$ cat src/rtl/sdram_boot_pkg.sv
package sdram_boot_pkg;

    typedef enum logic [1:0] {
        CMD_NOP,
        CMD_PRE,
        CMD_REF,
        CMD_MRS
    } cmd_e;

    typedef enum logic [2:0] {
        ST_HOLD,
        ST_PRE,
        ST_PRE_GAP,
        ST_REF,
        ST_REF_GAP,
        ST_MRS,
        ST_MRS_GAP,
        ST_DONE
    } step_e;

    typedef struct packed {
        logic cs_n;
        logic ras_n;
        logic cas_n;
        logic we_n;
    } pins_t;

    function automatic pins_t cmd_pins(cmd_e c);
        pins_t p;
        case (c)
            CMD_PRE: p = '{cs_n: 1'b0, ras_n: 1'b0, cas_n: 1'b1, we_n: 1'b0};
            CMD_REF: p = '{cs_n: 1'b0, ras_n: 1'b0, cas_n: 1'b0, we_n: 1'b1};
            CMD_MRS: p = '{cs_n: 1'b0, ras_n: 1'b0, cas_n: 1'b0, we_n: 1'b0};
            default: p = '{cs_n: 1'b0, ras_n: 1'b1, cas_n: 1'b1, we_n: 1'b1};
        endcase
        return p;
    endfunction

    function automatic int unsigned at_least(int unsigned v, int unsigned lo);
        return (v < lo) ? lo : v;
    endfunction

    function automatic int unsigned max2(int unsigned a, int unsigned b);
        return (a > b) ? a : b;
    endfunction

    function automatic int unsigned ceil_div(longint unsigned num, longint unsigned den);
        return int'((num + den - 1) / den);
    endfunction

endpackage

$ cat src/rtl/boot_step_timer.sv
module boot_step_timer #(
    parameter int unsigned W         = 16,
    parameter int unsigned RESET_VAL = 0
) (
    input  logic         clk,
    input  logic         rst,
    input  logic         load,
    input  logic [W-1:0] load_val,
    output logic         expired
);
    logic [W-1:0] cnt_q;

    always_ff @(posedge clk) begin
        if (rst) begin
            cnt_q <= W'(RESET_VAL);
        end else if (load) begin
            cnt_q <= load_val;
        end else if (cnt_q != '0) begin
            cnt_q <= cnt_q - 1'b1;
        end
    end

    assign expired = (cnt_q == '0);
endmodule

$ cat src/rtl/boot_step_fsm.sv
module boot_step_fsm
    import sdram_boot_pkg::*;
#(
    parameter int unsigned TW         = 16,
    parameter int unsigned REFS       = 2,
    parameter int unsigned TRP_C      = 2,
    parameter int unsigned TRC_C      = 2,
    parameter int unsigned TMRS_C     = 2,
    parameter bit          MODE_FIRST = 1'b0
) (
    input  logic          clk,
    input  logic          rst,
    input  logic          expired,
    output step_e         step,
    output logic          timer_load,
    output logic [TW-1:0] timer_val
);
    localparam int unsigned RCW = $clog2(REFS + 1);

    step_e          step_q, step_d;
    logic [RCW-1:0] refs_q;
    logic           refs_all;

    assign refs_all = (refs_q == RCW'(REFS));

    // The order parameter picks which step follows the post-precharge gap
    // and where each later gap leads.
    step_e after_pre, after_refs, after_mrs;
    generate
        if (MODE_FIRST) begin : g_mode_first
            assign after_pre  = ST_MRS;
            assign after_mrs  = ST_REF;
            assign after_refs = ST_DONE;
        end else begin : g_refresh_first
            assign after_pre  = ST_REF;
            assign after_refs = ST_MRS;
            assign after_mrs  = ST_DONE;
        end
    endgenerate

    always_comb begin
        step_d     = step_q;
        timer_load = 1'b0;
        timer_val  = '0;
        case (step_q)
            ST_HOLD:    if (expired) step_d = ST_PRE;
            ST_PRE: begin
                timer_load = 1'b1;
                timer_val  = TW'(TRP_C - 2);
                step_d     = ST_PRE_GAP;
            end
            ST_PRE_GAP: if (expired) step_d = after_pre;
            ST_REF: begin
                timer_load = 1'b1;
                timer_val  = TW'(TRC_C - 2);
                step_d     = ST_REF_GAP;
            end
            ST_REF_GAP: if (expired) step_d = refs_all ? after_refs : ST_REF;
            ST_MRS: begin
                timer_load = 1'b1;
                timer_val  = TW'(TMRS_C - 2);
                step_d     = ST_MRS_GAP;
            end
            ST_MRS_GAP: if (expired) step_d = after_mrs;
            default:    step_d = ST_DONE;
        endcase
    end

    always_ff @(posedge clk) begin
        if (rst) begin
            step_q <= ST_HOLD;
            refs_q <= '0;
        end else begin
            step_q <= step_d;
            if (step_q == ST_REF) refs_q <= refs_q + 1'b1;
        end
    end

    assign step = step_q;
endmodule

$ cat src/rtl/boot_cmd_encode.sv
module boot_cmd_encode
    import sdram_boot_pkg::*;
#(
    parameter int unsigned     ADDR_W    = 11,
    parameter int unsigned     BA_W      = 2,
    parameter int unsigned     AP_BIT    = 10,
    parameter logic [AP_BIT-1:0] MODE_WORD = '0
) (
    input  step_e             step,
    output pins_t             pins,
    output logic [ADDR_W-1:0] addr,
    output logic [BA_W-1:0]   ba,
    output logic              done
);
    cmd_e cmd;

    always_comb begin
        case (step)
            ST_PRE:  cmd = CMD_PRE;
            ST_REF:  cmd = CMD_REF;
            ST_MRS:  cmd = CMD_MRS;
            default: cmd = CMD_NOP;
        endcase
    end

    always_comb begin
        addr = '0;
        case (cmd)
            CMD_PRE: addr[AP_BIT] = 1'b1;
            CMD_MRS: addr[AP_BIT-1:0] = MODE_WORD;
            default: addr = '0;
        endcase
    end

    assign pins = cmd_pins(cmd);
    assign ba   = '0;
    assign done = (step == ST_DONE);
endmodule

$ cat src/rtl/sdram_boot_seq.sv
module sdram_boot_seq
    import sdram_boot_pkg::*;
#(
    parameter int unsigned       CLK_PERIOD_PS = 4000,
    parameter int unsigned       STABLE_NS     = 200000,
    parameter int unsigned       TRP_CYC       = 3,
    parameter int unsigned       TRC_CYC       = 9,
    parameter int unsigned       TMRS_CYC      = 2,
    parameter int unsigned       REFRESH_COUNT = 2,
    parameter bit                MODE_FIRST    = 1'b0,
    parameter int unsigned       ADDR_W        = 11,
    parameter int unsigned       AP_BIT        = 10,
    parameter int unsigned       BA_W          = 2,
    parameter int unsigned       DQM_W         = 4,
    parameter logic [AP_BIT-1:0] MODE_WORD     = 10'h032
) (
    input  logic              clk,
    input  logic              rst,
    output logic              sdr_cke,
    output logic [DQM_W-1:0]  sdr_dqm,
    output logic              sdr_cs_n,
    output logic              sdr_ras_n,
    output logic              sdr_cas_n,
    output logic              sdr_we_n,
    output logic [BA_W-1:0]   sdr_ba,
    output logic [ADDR_W-1:0] sdr_addr,
    output logic              init_done
);
    localparam int unsigned STABLE_CYC = at_least(ceil_div(longint'(STABLE_NS) * 1000, CLK_PERIOD_PS), 1);
    localparam int unsigned TRP_C      = at_least(TRP_CYC, 2);
    localparam int unsigned TRC_C      = at_least(TRC_CYC, 2);
    localparam int unsigned TMRS_C     = at_least(TMRS_CYC, 2);
    localparam int unsigned REFS       = at_least(REFRESH_COUNT, 2);
    localparam int unsigned LONGEST    = max2(max2(STABLE_CYC, TRP_C), max2(TRC_C, TMRS_C));
    localparam int unsigned TW         = $clog2(LONGEST + 1);

    step_e         step;
    logic          timer_load;
    logic [TW-1:0] timer_val;
    logic          expired;
    pins_t         pins;

    boot_step_timer #(
        .W        (TW),
        .RESET_VAL(STABLE_CYC - 1)
    ) u_timer (
        .clk     (clk),
        .rst     (rst),
        .load    (timer_load),
        .load_val(timer_val),
        .expired (expired)
    );

    boot_step_fsm #(
        .TW        (TW),
        .REFS      (REFS),
        .TRP_C     (TRP_C),
        .TRC_C     (TRC_C),
        .TMRS_C    (TMRS_C),
        .MODE_FIRST(MODE_FIRST)
    ) u_fsm (
        .clk       (clk),
        .rst       (rst),
        .expired   (expired),
        .step      (step),
        .timer_load(timer_load),
        .timer_val (timer_val)
    );

    boot_cmd_encode #(
        .ADDR_W   (ADDR_W),
        .BA_W     (BA_W),
        .AP_BIT   (AP_BIT),
        .MODE_WORD(MODE_WORD)
    ) u_enc (
        .step(step),
        .pins(pins),
        .addr(sdr_addr),
        .ba  (sdr_ba),
        .done(init_done)
    );

    assign sdr_cke   = 1'b1;
    assign sdr_dqm   = '1;
    assign sdr_cs_n  = pins.cs_n;
    assign sdr_ras_n = pins.ras_n;
    assign sdr_cas_n = pins.cas_n;
    assign sdr_we_n  = pins.we_n;
endmodule

$ cat config.mk
export PLATFORM = sky130hd
export DESIGN_NAME = sdram_boot_seq
export DESIGN_NICKNAME = d
export VERILOG_FILES = /design/src/rtl/sdram_boot_pkg.sv /design/src/rtl/boot_step_timer.sv /design/src/rtl/boot_step_fsm.sv /design/src/rtl/boot_cmd_encode.sv /design/src/rtl/sdram_boot_seq.sv
export SDC_FILE = /design/constraint.sdc
export NUM_CORES = 1
export LEC_CHECK = 0
export BUFFER_PORTS_ARGS = -buffer_cell sky130_fd_sc_hd__buf_2
export CAP_MARGIN = 20
export CORE_AREA = 4 4 51 53
export CTS_BUF_LIST = sky130_fd_sc_hd__clkbuf_2
export CTS_CLUSTER_SIZE = 10
export DETAILED_ROUTE_END_ITERATION = 10
export DIE_AREA = 0 0 55 57
export GPL_TIMING_DRIVEN = 1
export PLACE_DENSITY = 0.84
export RECOVER_POWER = 50
export SYNTH_ARGS = -nofsm -noshare
export SYNTH_HDL_FRONTEND = slang
export SYNTH_SLANG_ARGS = --single-unit
$ cat constraint.sdc
create_clock -name clk -period 6 [get_ports clk]
set_input_delay 0 -clock clk [delete_from_list [all_inputs] [get_ports clk]]
set_output_delay 0 -clock clk [all_outputs]
set_load 0.01 [all_outputs]
# Word-level counts from Yosys, hierarchy flattened

Index checks and enable logic that the tools add are counted.

Bits in registers: 21
Input bits: 2
Output and inout port bits: 23
Word-level logic and storage cells: 40

Add/sub/neg operators: 2
Equal/unequal tests: 15
Muxes and demuxes: 14
Reduce and logical (&&, ||, !) cells: 6

Operators by type and width:

| cell                    | number |
|---|---|
| $mux W16                | 2 |
| $pmux W3 S7             | 1 |
| $logic_not A16 Y1       | 1 |
| $reduce_bool A16 Y1     | 1 |
| $sub A16 B1 Y16 const B | 1 |
| $mux W3                 | 5 |
| $eq A3 B3 Y1 const B    | 4 |
| $pmux W3 S3             | 1 |
| $ne A2 B2 Y1 const B    | 4 |
| $eq A2 B2 Y1 const B    | 3 |
| $eq A3 B2 Y1 const B    | 2 |
| $mux W6                 | 1 |
| $pmux W2 S3             | 1 |
| $pmux W3 S2             | 1 |
| $reduce_and A4 Y1       | 1 |
| $eq A3 B1 Y1 const B    | 1 |
| $logic_not A3 Y1        | 1 |
| $reduce_or A3 Y1        | 1 |
| $add A2 B1 Y2 const B   | 1 |
| $eq A2 B1 Y1 const B    | 1 |
| $mux W1                 | 2 |
| $reduce_bool A2 Y1      | 1 |

# Depth between registers and ports, before layout

Depth after elaboration: 4
Gate-level depth with buffers: 7
Gate-level depth less buffers: 6

# Cells and area by module

From an unflattened synthesis, not the netlist that was laid out.

Cell total of the unflattened synthesis: 174
Area, all modules: 1,468.9 sq um

Modules (own cells, without submodules):

| module          | times used | cells an instance | area each (sq um) | sequential area each (sq um) |
|---|---|---|---|---|
| boot_step_timer | 1          | 105               | 918.4             | 320.3 |
| boot_step_fsm   | 1          | 41                | 362.8             | 100.1 |
| boot_cmd_encode | 1          | 22                | 146.4             | 0.0 |
| sdram_boot_seq  | 1          | 6                 | 41.3              | 0.0 |

# Worst setup path before layout

OpenSTA, ideal clock, no wires.

Path type: reg-to-reg
Start point: register u_timer.cnt_q[0]
End point: register u_timer.cnt_q[14]
Setup time: 0.062 ns
Arrival time: 1.941 ns
Path slack: 3.996 ns
Stages on the path, launching flop included: 7
Cell sequence: dfxtp_1 > inv_1 > ha_1 > or2b_2 > or4_4 > or4_1 > nand3_1

Cells in the longest elaborated chain, start to end: 3
Elaborated cells between the ends (all ways): 5

RTL lines:

| what                     | RTL line              | RTL |
|---|---|---|
| start: declaration       | boot_step_timer.sv:11 | `logic [W-1:0] cnt_q;` |
| start signal: assignment | boot_step_timer.sv:15 | `cnt_q <= W'(RESET_VAL);` |
| start signal: assignment | boot_step_timer.sv:17 | `cnt_q <= load_val;` |
| start signal: assignment | boot_step_timer.sv:19 | `cnt_q <= cnt_q - 1'b1;` |
| $sub A16 B1 Y16          | boot_step_timer.sv:19 |  |
| $mux W16                 | boot_step_timer.sv:18 | `end else if (cnt_q != '0) begin` |
| $mux W16                 | boot_step_timer.sv:16 | `end else if (load) begin` |

Several ways; a longest one is shown, not always the timed one. The select of a mux whose other input is x is not followed.
A chain may end at the register's enable or synchronous reset.

# Worst setup path in the final report

Ends and elaborated chain as after synthesis.

==> flow_summary.yaml <==
status:
  outcome: "complete, no violations"
sta:
  finalSetupViolations: 0
  period_needed_ns: 2.14
  relSlewSlack: 0.436
  worst_slew_pin_slew_ns: 0.840
  hold_viol_final: 0
  skew_ns: 0.0211
  drv_slew: 0
  grt_setup_unrepaired: "no"
  fmax_mhz: 468
  holdWs_ns: 0.477
  tns_ns: 0
  finalCritPeriodShare: 0.356
route:
  drc: 0
  postRouteAntennaNets: 0
  dr.pass1.iters: 4
  viasPerCell: 5.98
  wirelength_microns: 2530
  wl_per_cell_microns: 14.1
  drt-initial-drc-count: 26
  vias: 1077
worst_hold_path:
  min_path_type: "input pin to flip-flop"
logic_synthesis:
  synth_cell_types: 43
  ys.flop_type: "dfxtp_1"
  ys_warn_count: 0
  synth_fa_ha_area_frac: 0.0199
  synth_xor_area_frac: 0.0348
  synth_compound_area_frac: 0.155
  syn-cell-area_sq_um: 1260
  synth_commonest_cells: "dfxtp_1 (21), buf_4 (18), a21oi_1 (7), inv_1 (7), nor2_1 (7)"
  synth_top_area_cell: "dfxtp_1"
  avgSynthCellArea_sq_um: 8.40
  yosysTopAreaCellShare: 0.334
  synthArstFlopShare: 0
  synth_edf_count: 0
  synth_seq_cells: 21
  seq_area_frac_synth: 0.334
  synth_mux_area_frac: 0.0159
  synth_top_family_by_area: "simple AND/OR/NAND/NOR gates"
  synthTopCellsByArea: "dfxtp_1 (33%), buf_4 (11%), nor4_1 (3.0%)"
  yosys.area_share.simple: 0.285
  yosysMostFrequentCell: "dfxtp_1"
  netlist_instances: 150
worst_setup_path:
  required_ns: 6.27
  cpPeakStageDelay_ns: 0.54
  r2r_setup_slack_ns: 3.86
  cp_max_fo: 6
  startpoint_type: "flip-flop"
  worstSetupPathType: "flip-flop to flip-flop"
  arrival_ns: 2.40
  critPathCaptureType: "flip-flop"
  path_cells: "inv_1 > ha_1 > or2b_2 > or4_4 > or4_1 > nand3_1"
  crit_slowest_cell: "or4_4"
cts:
  cts_resized: 0
  clock_latency_ns: 0.33
  cts_buffers: 3
  clkTransAtPathRegs_ns: 0.21
  cts_max_path_buffers: 2
  cts.sinks: 21
  cts_max_level: 1
  cts_tree: "built"
  cts_root_buffer: "clkbuf_2"
placement:
  post-dp-hpwl_microns: 1900
  dpl_cell_area_sq_um: 1230
  port_buffers: 9
  gp_congestion: 0.942
power_and_ir_drop:
  ir_drop_mv: 0.162
  power_density_nw_per_um2: 181
  power_leakage_uw: 0.000471
grt:
  grt_antenna_before_repair: 0
  gr-total-overflow: 0
  grt_max_degree: 13
  grt_usage: 0.172
  grt_pass1_vias: 958
  grt_pass1_wl_microns: 4020
die:
  core.rowCount: 17
  core-area_sq_um: 2150
  num_io_pins: 25
  die_area_sq_um: 3140
  start_util: 0.586
  die_y_microns: 57
  die_w_microns: 55
finish:
  final_nets: 157
  drive_gt1_frac: 0.0789
  antenna_cells: 0
  fin_area_sq_um: 1240
  syn2layout_area_growth_pct: -1.29
run:
  max-cap-violations: 0
==> layout make-up <==
class                   count  area (sq um)
clock inverters             1          5.00
well taps                  28          35.0
inverters                   7          26.3
flip-flops and latches     21           420
clock buffers               3          15.0
multi-input cells         110           696
repair buffers             10          46.3
fillers                   199           905
==> critical path, delay by kind of cell, from the launching register on <==
family	cells	cell delay, ns
and+or+nand+nor	4	1.46
buffers and inverters	1	0.09
DFF	1	0.35
adders and majority gates	1	0.20
==> cells in the final DEF (no fill, tap or decap), drive strengths merged, types with 2 or more instances in the layout <==
| master | netlist | layout |
|---|---|---|
| buf | 19 | 2 |
| clkbuf | 6 | 10 |
| nor3 | 6 | 6 |
| o221ai | 2 | 2 |
| a211oi | 2 | 2 |
| nand4 | 2 | 2 |
| a21oi | 7 | 7 |
| dfxtp | 21 | 21 |
| o311ai | 2 | 2 |
| nand3b | 2 | 2 |
| and2 | 2 | 2 |
| or4 | 9 | 9 |
| nand3 | 2 | 2 |
| nand2b | 3 | 3 |
| inv | 7 | 7 |
| or3 | 7 | 7 |
| o311a | 2 | 2 |
| o21ai | 4 | 4 |
| nand2 | 4 | 4 |
| xnor2 | 3 | 3 |
| conb | 2 | 15 |
| o41ai | 2 | 2 |
| nor2 | 7 | 7 |
| nor2b | 2 | 2 |
| o31ai | 3 | 3 |
| nor4 | 6 | 6 |
| xor2 | 2 | 2 |
| ha | 2 | 2 |
| mux2i | 2 | 2 |
==> power breakdown <==
part / total, uW / switching, uW / leakage (uW) / internal [uW]
clock network: 58.5 / 43.4 / 0.0000164 / 15.1
logic: 19.2 / 12.6 / 0.000283 / 6.55
registers: 147 / 3.52 / 0.000171 / 143
total: 225 / 59.5 / 0.000471 / 165
==> path summary, 6_finish.rpt <==
| kind | cells after the start | to | from |
|---|---|---|---|
| worst min register to register | 2 | u_timer.cnt_q[10] | u_timer.cnt_q[10] |
| worst max register to register | 6 | u_timer.cnt_q[14] | u_timer.cnt_q[0] |
| worst max-delay path | 6 | u_timer.cnt_q[14] | u_timer.cnt_q[0] |
| worst min-delay path | 3 | u_fsm.refs_q[0] | rst |
==> logic make-up (layout without fill, tap and decap cells) <==
logic type	count (synthesis)	count (layout)
and+or+nand+nor	58	58
buffers and inverters	32	21
AOI/OAI and AO/OA	28	28
DFF	21	21
xor gates and xnor gates	5	5
adders and majority gates	2	2
other	2	15
muxes	2	2
==> timing repair <==
action                    in CTS  in global routing
buffers inserted               0                  0
hold endpoints to repair       6                  0
hold buffers                   1                  0
==> layer usage <==
layer,vias to the layer above,part of all wire,GRT usage
li1,525,-,-
met1,495,0.41,0.198
met2,51,0.51,0.279
met3,6,0.066,0.0496
met4,0,0.018,0.0903
met5,-,0,0
==> state kept, by name, summed over array words and instances, names as in the netlist <==
| name | cells |
|---|---|
| u_timer.cnt_q | 16 |
| u_fsm.refs_q | 2 |
| u_fsm.step | 3 |
==> stage by stage <==
step                cells  worst slack, ns  utilization  power, uW
floorplan             163             4.00            -        172
global placement      175             3.97        0.571        167
detailed placement    175             3.91        0.571        168
CTS                   180             3.86        0.585        225
global route          180             3.78        0.579        236
finish                180             3.86        0.579        225
(Power assumes the default switching activity.)
